## src/rtl/serial_sum_pkg.sv

```systemverilog
package serial_sum_pkg;

    localparam int WORD_W = 16;

    typedef logic signed [WORD_W-1:0] word_t;

    typedef enum logic [1:0] {
        ST_IDLE  = 2'd0,
        ST_ACCUM = 2'd1,
        ST_FIN   = 2'd2
    } sum_state_t;

    // Two's-complement add that keeps only WORD_W bits.
    function automatic word_t wrap_add(input word_t a, input word_t b);
        logic [WORD_W:0] wide;
        wide = {a[WORD_W-1], a} + {b[WORD_W-1], b};
        return word_t'(wide[WORD_W-1:0]);
    endfunction

endpackage

```

## src/rtl/sum_ctrl.sv

```systemverilog
module sum_ctrl
    import serial_sum_pkg::*;
#(
    parameter int MAX_WORDS = 8,
    localparam int CNT_W = $clog2(MAX_WORDS + 1)
) (
    input  logic             clk,
    input  logic             rst,
    input  logic             start,
    input  logic [CNT_W-1:0] word_count,
    output logic [CNT_W-1:0] sel,
    output logic             clear,
    output logic             add_en,
    output logic             busy,
    output logic             done
);

    localparam logic [CNT_W-1:0] LIMIT = CNT_W'(MAX_WORDS);

    sum_state_t       state;
    logic [CNT_W-1:0] target;
    logic [CNT_W-1:0] clamped;
    logic [CNT_W-1:0] sel_next;

    always_comb begin
        clamped  = (word_count > LIMIT) ? LIMIT : word_count;
        sel_next = sel + 1'b1;
        clear    = start && (state == ST_IDLE);
        add_en   = (state == ST_ACCUM);
        busy     = (state != ST_IDLE);
        done     = (state == ST_FIN);
    end

    always_ff @(posedge clk) begin
        if (rst) begin
            state  <= ST_IDLE;
            sel    <= '0;
            target <= '0;
        end else begin
            unique case (state)
                ST_IDLE: begin
                    if (start) begin
                        target <= clamped;
                        sel    <= '0;
                        state  <= (clamped == '0) ? ST_FIN : ST_ACCUM;
                    end
                end
                ST_ACCUM: begin
                    sel <= sel_next;
                    if (sel_next == target) begin
                        state <= ST_FIN;
                    end
                end
                ST_FIN: begin
                    state <= ST_IDLE;
                end
                default: begin
                    state <= ST_IDLE;
                end
            endcase
        end
    end

endmodule

```

## src/rtl/word_mux.sv

```systemverilog
module word_mux
    import serial_sum_pkg::*;
#(
    parameter int MAX_WORDS = 8,
    localparam int CNT_W = $clog2(MAX_WORDS + 1),
    localparam int BUS_W = MAX_WORDS * WORD_W
) (
    input  logic [BUS_W-1:0] data_in,
    input  logic [CNT_W-1:0] sel,
    output word_t            word
);

    word_t lane [MAX_WORDS];

    for (genvar g = 0; g < MAX_WORDS; g++) begin : g_lane
        assign lane[g] = word_t'(data_in[g*WORD_W +: WORD_W]);
    end

    always_comb begin
        word = '0;
        for (int i = 0; i < MAX_WORDS; i++) begin
            if (sel == CNT_W'(i)) begin
                word = lane[i];
            end
        end
    end

endmodule

```

## src/rtl/sum_accum.sv

```systemverilog
module sum_accum
    import serial_sum_pkg::*;
(
    input  logic  clk,
    input  logic  rst,
    input  logic  clear,
    input  logic  add_en,
    input  word_t word,
    output word_t acc
);

    always_ff @(posedge clk) begin
        if (rst) begin
            acc <= '0;
        end else if (clear) begin
            acc <= '0;
        end else if (add_en) begin
            acc <= wrap_add(acc, word);
        end
    end

endmodule

```

## src/rtl/serial_word_summer.sv

```systemverilog
module serial_word_summer
    import serial_sum_pkg::*;
#(
    parameter int MAX_WORDS = 8,
    localparam int CNT_W = $clog2(MAX_WORDS + 1),
    localparam int BUS_W = MAX_WORDS * WORD_W
) (
    input  logic              clk,
    input  logic              rst,
    input  logic              start,
    input  logic [CNT_W-1:0]  word_count,
    input  logic [BUS_W-1:0]  data_in,
    output logic [WORD_W-1:0] result,
    output logic              done,
    output logic              busy
);

    logic [CNT_W-1:0] sel;
    logic             clear;
    logic             add_en;
    word_t            cur_word;
    word_t            acc;

    sum_ctrl #(.MAX_WORDS(MAX_WORDS)) u_ctrl (
        .clk        (clk),
        .rst        (rst),
        .start      (start),
        .word_count (word_count),
        .sel        (sel),
        .clear      (clear),
        .add_en     (add_en),
        .busy       (busy),
        .done       (done)
    );

    word_mux #(.MAX_WORDS(MAX_WORDS)) u_mux (
        .data_in (data_in),
        .sel     (sel),
        .word    (cur_word)
    );

    sum_accum u_acc (
        .clk    (clk),
        .rst    (rst),
        .clear  (clear),
        .add_en (add_en),
        .word   (cur_word),
        .acc    (acc)
    );

    assign result = acc;

endmodule

```

## config.mk

```make
export PLATFORM = sky130hd
export DESIGN_NAME = serial_word_summer
export DESIGN_NICKNAME = d
export VERILOG_FILES = /design/src/rtl/serial_sum_pkg.sv /design/src/rtl/sum_ctrl.sv /design/src/rtl/word_mux.sv /design/src/rtl/sum_accum.sv /design/src/rtl/serial_word_summer.sv
export SDC_FILE = /design/constraint.sdc
export NUM_CORES = 1
export LEC_CHECK = 0
export BUFFER_PORTS_ARGS = -buffer_cell sky130_fd_sc_hd__buf_2
export CAP_MARGIN = 20
export CELL_PAD_IN_SITES_DETAIL_PLACEMENT = 0
export CELL_PAD_IN_SITES_GLOBAL_PLACEMENT = 1
export CORE_MARGIN = 1.5
export CORE_UTILIZATION = 35
export DETAILED_ROUTE_END_ITERATION = 6
export PLACE_DENSITY = 0.9
export SETUP_SLACK_MARGIN = 0.5
export SLEW_MARGIN = 25
export SYNTH_ARGS = -nofsm -noshare
export SYNTH_HDL_FRONTEND = slang
export SYNTH_HIERARCHICAL = 1
export SYNTH_SLANG_ARGS = --single-unit
```

## constraint.sdc

```tcl
create_clock -name clk -period 5.38 [get_ports clk]
set_input_delay 1.076 -clock clk [delete_from_list [all_inputs] [get_ports clk]]
set_output_delay 1.076 -clock clk [all_outputs]
set_load 0.01 [all_outputs]
```

==> flow_summary.ini, run 1 <==
[setup_path]
start_kind = flop
path_buf_inv = 0
slowest_stage = nand2b_1
required_ns = 5.59
path_cells = nand2b_1, nor2_1, o21ai_0, a41oi_1, ha_1, and3_4, a221oi_2, o21a_1, a211oi_1, o31a_1, nor3_1
critPathMaxFanout = 28
crit_family = simple AND/OR/NAND/NOR gates
crit_type = flop to flop
critPathArrivalTime_ns = 4.04
critPathMaxStageDelay_ns = 0.64
critPathCaptureType = flop

[outcome]
status = complete, no violations

[hold_path]
hold_path.class = flop to flop

[power]
p_sw_w = 0.000286
p_leak_nw = 1.90
p_seq_share_pct = 31.9
p_int_w = 0.000457
netSwitchingFraction_pct = 38.5
p_clk_share_pct = 23.0
p_total_w = 0.000743
power_density_nw_per_um2 = 181
combPwrFrac_pct = 45.0
ir_drop_v = 0.000107

[floorplanning]
dieArea_um2 = 10000
die_h_um = 100
die_x_um = 100
start_util_pct = 36.0
coreArea_um2 = 9200
ios = 153
num_rows = 35

[drt]
num_vias = 3872
wirelength_mm = 11.1
drt_iter0_drc = 216
drtPass1Iterations = 4
ant_nets = 0
drt-vias-per-instance = 5.44
drc = 0
drt-wirelength-per-cell_um = 15.6

[clocking]
cts_tree = built
numClockSinks = 26
cts_max_path_buffers = 2
post_cts_resized = 0
htree_levels = 1
ctsHoldBuffers = 0
post_cts_buffers = 0
numCtsBuffers = 3
clockRootBuffer = clkbuf_8
clkTransAtPathRegs_ns = 0.10
worst_skew_pair.late_latency_ns = 0.28

[timing]
setup_tns_ns = 0
report.final.slew_viol_count = 0
finalSetupViolations = 0
grt_setup_unrepaired = no
skew_ns = 0.00329
period_minus_slack_ns = 3.82
slew_headroom_pct = 31.9
worst_slew_pin_slew_ns = 1.02
layout_setup_ws_ns = 1.56
fmax_mhz = 262
finalHoldViolCount = 0
hold_ws_ns = 0.478
fin_crit_sh_pct = 71.0

[layout]
fin_util_pct = 44.7
area_delta_synth_final_pct = 24.2
finalNetCount = 754
antenna_cells = 0
fill_cells = 972
drive_above_1_share_pct = 29.5

[yosys]
yosysTopAreaCellShare_pct = 15.7
syn_nets = 628
ys_seq_area_share_pct = 15.7
synth_warnings = 6
avgSynthCellArea_um2 = 6.95
ys.flop_type = dfxtp_1
netlist_area_um2 = 3310
synth.area.top_cells = dfxtp_1 16%, mux2i_1 11%, nor2_1 8.6%, ha_1 6.0%, o21ai_0 5.7%
postSynthCellCount = 476
post-synth-top-area-cell = dfxtp_1
synth-edff-count = 0
ys_seq_elements = 26
yosysUniqueCellTypes = 65
async_reset_ff_share_pct = 0

[place]
dp.final_hpwl_mm = 8.70
pre_cts_ws_ns = 1.60
place_congestion = 0.870
port_buffers = 152

[grt]
grt_use_total_pct = 21.6
first_global_vias = 3752
grtUsageMet2_pct = 38.7
antenna_found_initial = 0
busiest_layer = met2
met1_usage_pct = 26.9
grt_pass1_wl_mm = 17.6
grt-ovfl-total = 0
grt_start_max_net_pins = 93
gr-usage-met3_pct = 3.34

[job]
maxCapViolCount = 0
[layout by cell type, fill, tap and decap left out, types with 4 or more instances in the layout]
master / Yosys / final
a21o_1: 5 / 5
ha_1: 16 / 16
xnor2_1: 9 / 9
inv_1: 20 / 20
o21a_1: 4 / 4
nand2_1: 32 / 32
xor2_1: 6 / 6
a21oi_1: 37 / 37
nor3_1: 5 / 5
nor2_1: 76 / 76
mux2i_1: 38 / 38
nand3b_1: 5 / 5
o22ai_1: 12 / 12
o21ai_1: 13 / 13
o21ai_0: 38 / 38
nand2b_1: 18 / 18
buf_2: 10 / 152
nand3_1: 13 / 13
a31oi_1: 14 / 14
dfxtp_1: 26 / 24
[Yosys cell counts, types with 4 or more instances]
cell type and instances:
o21a_1 4, a31oi_1 14, inv_1 20, a21oi_1 37
nor2_1 76, nand3b_1 5, clkbuf_1 10, buf_6 4
dfxtp_1 26, buf_4 5, nand3_1 13, nor3_1 5
a21o_1 5, o21ai_0 38, mux2i_1 38, ha_1 16
nand2b_1 18, o22ai_1 12, o21ai_1 13, nand2_1 32
xnor2_1 9, buf_2 10, xor2_1 6
[state kept, by name, summed over array words and instances, names as in the netlist]
register	cells
u_acc/acc	16
u_ctrl/sel	4
u_ctrl/target	4
u_ctrl/state	2
[logic make-up after synthesis]
| group | after synthesis | share of synthesized area (%) |
|---|---|---|
| AND/OR/NAND/NOR | 173 | 25.2 |
| AO/OA/AOI/OAI | 151 | 28.3 |
| buffers and inverters | 54 | 8.01 |
| multiplexers | 40 | 12.2 |
| flip-flops | 26 | 15.7 |
| adder cells (fa/ha/maj) | 17 | 6.65 |
| XOR/XNOR | 15 | 3.97 |
[worst register-to-register path, stage by stage, from the launching register on]
cell      delay, ns
dfxtp_1        0.61
nand2b_1       0.64
nor2_1         0.46
o21ai_0        0.17
a41oi_1        0.35
ha_1           0.35
and3_4         0.22
a221oi_2       0.31
o21a_1         0.19
a211oi_1       0.09
o31a_1         0.25
nor3_1         0.12
[power groups by stage]
stage | combinational, W | clock (W) | sequential, W
floorplan | 0.000239 | 0 | 0.000223
global placement | 0.000328 | 0 | 0.000241
detailed placement | 0.000331 | 0 | 0.000242
CTS | 0.000332 | 0.000175 | 0.000238
global route | 0.000370 | 0.000181 | 0.000241
finish | 0.000334 | 0.000171 | 0.000237
[metal layers]
metal  routed length [um]  vias to the layer above  part of all wire (%)
met4                  180                        0                   1.6
met1                 4890                     1711                    44
met3                  893                       16                   8.0
met5                    0                        -                     0
met2                 5150                      186                    46
li1                     -                     1959                     -
[path summary, 6_finish.rpt]
kind / slack [ns] / start / cells after the start / to
max: 1.56 / u_ctrl/sel[2] / 11 / u_acc/acc[15]
max reg2reg: 1.56 / u_ctrl/sel[2] / 11 / u_acc/acc[15]
min reg2reg: 0.48 / u_ctrl/target[1] / 2 / u_ctrl/target[1]
min: 0.48 / u_ctrl/target[1] / 2 / u_ctrl/target[1]
[through the flow]
stage	cells	area [um^2]
4_1_cts	712	4110
3_5_place_dp	708	4040
2_1_floorplan	476	3310
3_3_place_gp	708	4040
5_1_grt	712	4110
6_report	712	4110
[final cells by class]
cell class / instances / area [um^2] / share of cell area [%]
Timing Repair Buffer: 153 / 768 / 18.7
Multi-Input combinational cell: 396 / 2520 / 61.4
Tap cell: 111 / 139 / 3.38
Clock inverter: 1 / 30.0 / 0.730
Clock buffer: 3 / 41.3 / 1.00
Sequential cell: 26 / 526 / 12.8
Inverter: 22 / 83.8 / 2.04
No activity file was read; power rests on OpenSTA's default activity.
==> inputs of run 2 (changes only) <==
--- a/config.mk
+++ b/config.mk
@@ -5,14 +5,15 @@
 export SDC_FILE = /design/constraint.sdc
 export NUM_CORES = 1
 export LEC_CHECK = 0
+export ABC_AREA = 1
 export BUFFER_PORTS_ARGS = -buffer_cell sky130_fd_sc_hd__buf_2
 export CAP_MARGIN = 20
 export CELL_PAD_IN_SITES_DETAIL_PLACEMENT = 0
 export CELL_PAD_IN_SITES_GLOBAL_PLACEMENT = 1
 export CORE_MARGIN = 1.5
-export CORE_UTILIZATION = 35
+export CORE_UTILIZATION = 27
 export DETAILED_ROUTE_END_ITERATION = 6
-export PLACE_DENSITY = 0.9
+export PLACE_DENSITY = 0.8
 export SETUP_SLACK_MARGIN = 0.5
 export SLEW_MARGIN = 25
 export SYNTH_ARGS = -nofsm -noshare
==> constraint.sdc (replaced) <==
create_clock -name clk -period 3.2 [get_ports clk]
set_input_delay 0.64 -clock clk [delete_from_list [all_inputs] [get_ports clk]]
set_output_delay 0.64 -clock clk [all_outputs]
set_load 0.01 [all_outputs]
==> flow_summary.ini, run 2 <==
[grt]
grt_pass1_wl_mm = 18.8
first_global_vias = 4031
grt_use_total_pct = 18.2
grt_start_max_net_pins = 65
grt-ovfl-total = 0
antenna_found_initial = 0

[timing]
finalHoldViolCount = 0
fmax_mhz = 387
skew_ns = 0.00335
period_minus_slack_ns = 2.58
report.final.slew_viol_count = 0
slew_headroom_pct = 73.0
fin_crit_sh_pct = 80.7
grt_setup_unrepaired = yes
finalSetupViolations = 0
hold_ws_ns = 0.487
setup_tns_ns = 0
worst_slew_pin_slew_ns = 0.405
layout_setup_ws_ns = 0.618

[clocking]
cts_max_path_buffers = 2
cts_tree = built
numClockSinks = 26
numCtsBuffers = 3
htree_levels = 1
clkTransAtPathRegs_ns = 0.07
clockRootBuffer = clkbuf_16
worst_skew_pair.late_latency_ns = 0.27
ctsHoldBuffers = 0

[floorplanning]
ios = 153
die_x_um = 112
coreArea_um2 = 11500
start_util_pct = 27.8
dieArea_um2 = 12500
num_rows = 39
die_h_um = 112

[place]
dp.final_hpwl_mm = 9.51
pre_cts_ws_ns = 0.334
port_buffers = 152
place_congestion = 0.893

[setup_path]
required_ns = 3.38
critPathMaxStageDelay_ns = 0.36
critPathMaxFanout = 16
slowest_stage = dfxtp_4
crit_type = flop to flop
start_kind = flop
path_buf_inv = 3
critPathArrivalTime_ns = 2.76
path_cells = buf_6, nand2_2, inv_6, nand3_1, nand4_1, nor2_1, nand4_1, ha_2, fa_2, nand2_1, nand2_1, nand3b_1, nand2_2, nand2_1, nand2_1, nand2_1, nand3_1, nand2_1, inv_1
crit_family = simple AND/OR/NAND/NOR gates
cp_common_cell = nand2_1
critPathCaptureType = flop

[layout]
antenna_cells = 0
finalNetCount = 887
mostFrequentLayoutCell = buf_2
area_delta_synth_final_pct = 42.9
largest_reg_flops = 16
final_cell_mix = 152 x buf_2, 147 x nand2_1, 88 x nand3_1
largestRegisters = u_acc/acc x16, u_ctrl/sel x4, u_ctrl/target x4
largest-register = u_acc/acc
drive_above_1_share_pct = 34.3

[drt]
drt-wirelength-per-cell_um = 13.8
drt-vias-per-instance = 4.79
drt_iter0_drc = 229
drtPass1Iterations = 4
num_vias = 4198
drc = 0
wirelength_mm = 12.1
ant_nets = 0

[yosys]
postSynthCellCount = 576
ys.flop_type = dfxtp_1
synth_mux_area_share_pct = 0
synth_fa_ha_area_share_pct = 6.90
post-synth-top-area-cell = nand2_1
netlist_area_um2 = 3190
synth_warnings = 6
synth_most_common_cell = nand2_1
synth_top_family_by_area = simple AND/OR/NAND/NOR gates
synth.area.top_cells = nand2_1 19%, dfxtp_1 16%, nand3_1 15%, inv_1 9.5%, nor2_1 9.2%
yosys.area_share.simple_pct = 56.4
ys_seq_elements = 26
syn_nets = 728
yosysUniqueCellTypes = 35
yosysTopAreaCellShare_pct = 19.2
ys_seq_area_share_pct = 16.3
synth-edff-count = 0
async_reset_ff_share_pct = 0
synth_compound_area_share_pct = 4.11
synth_common_cells = 163 x nand2_1, 94 x nand3_1, 81 x inv_1, 78 x nor2_1, 32 x nand4_1
synthXorXnorAreaFrac_pct = 1.65
avgSynthCellArea_um2 = 5.54

[hold_path]
hold_path.class = flop to flop

[power]
power_density_nw_per_um2 = 332
ir_drop_v = 0.000211
p_leak_nw = 2.42

[job]
maxCapViolCount = 0

[outcome]
status = complete, no violations
[run 2: cell count changes after synthesis, sizes merged, moves of 18 or more]
cell and delta:
nand2 +137, nand3 +82, inv +68, o21ai -48, mux2i -38, nand4 +30
a21oi -21, nand2b -18
[run 2: final cells by class]
cell class              count  area (um^2)
clock buffers               3         75.1
clock inverters             1         30.0
fillers                  1275         6900
inverters                  88          340
multi-input cells         442         2370
flip-flops and latches     26          536
well taps                 143          179
repair buffers            174         1030
[run 2: cell families (layout without fill, tap and decap cells)]
logic type                 Yosys count  after routing
adders and majority gates           17             17
xor gates and xnor gates             6              6
DFF                                 26             26
buffers and inverters              108            266
AOI/OAI and AO/OA                   24             24
and+or+nand+nor                    395            395
[run 2: path summary, 6_finish.rpt]
check,from,cells after the start,end,slack [ns]
setup / recovery,u_ctrl/sel[0],19,u_acc/acc[10],0.62
hold / removal,u_ctrl/target[1],2,u_ctrl/target[1],0.49
setup reg to reg,u_ctrl/sel[0],19,u_acc/acc[10],0.62
hold reg to reg,u_ctrl/target[1],2,u_ctrl/target[1],0.49
[run 2: metrics by stage]
| step | cell area, um^2 | cells | total power (W) | util (%) |
|---|---|---|---|---|
| after floorplan | 3190 | 576 | 0.000818 | - |
| after global placement | 4080 | 860 | 0.00104 | 35.6 |
| after detailed placement | 4080 | 860 | 0.00104 | 35.6 |
| after CTS | 4230 | 866 | 0.00144 | 36.9 |
| after global routing | 4560 | 877 | 0.00163 | 39.8 |
| final | 4560 | 877 | 0.00152 | 39.8 |
[run 2: timing repair]
item / 4_1_cts / 5_1_grt
gates resized for setup: 6 / 53
setup endpoints to repair: 11 / 11
pin swaps: 4 / 23
buffers inserted: 2 / 9
cloned: 0 / 2
[run 2: report_power, final]
part / leakage (nW) / total (W) / internal, W / switching (W)
Clock: 0.0511 / 0.000381 / 0.000250 / 0.000131
Sequential: 0.215 / 0.000375 / 0.000348 / 0.0000271
Combinational: 2.16 / 0.000759 / 0.000323 / 0.000437
Total: 2.42 / 0.00152 / 0.000920 / 0.000595
[run 2: metal layers]
layer  track usage [%]  part of all wire (%)
met5                 0                     0
met4              3.46                   1.5
met3              3.10                   5.6
met2              33.5                    49
met1              22.3                    44
[run 2: tightest hold or removal path: cells and delay by family (launching register included)]
| kind | cells | cell delay [ns] |
|---|---|---|
| AO/OA/AOI/OAI | 1 | 0.06 |
| AND/OR/NAND/NOR | 1 | 0.06 |
| flip-flops | 1 | 0.32 |
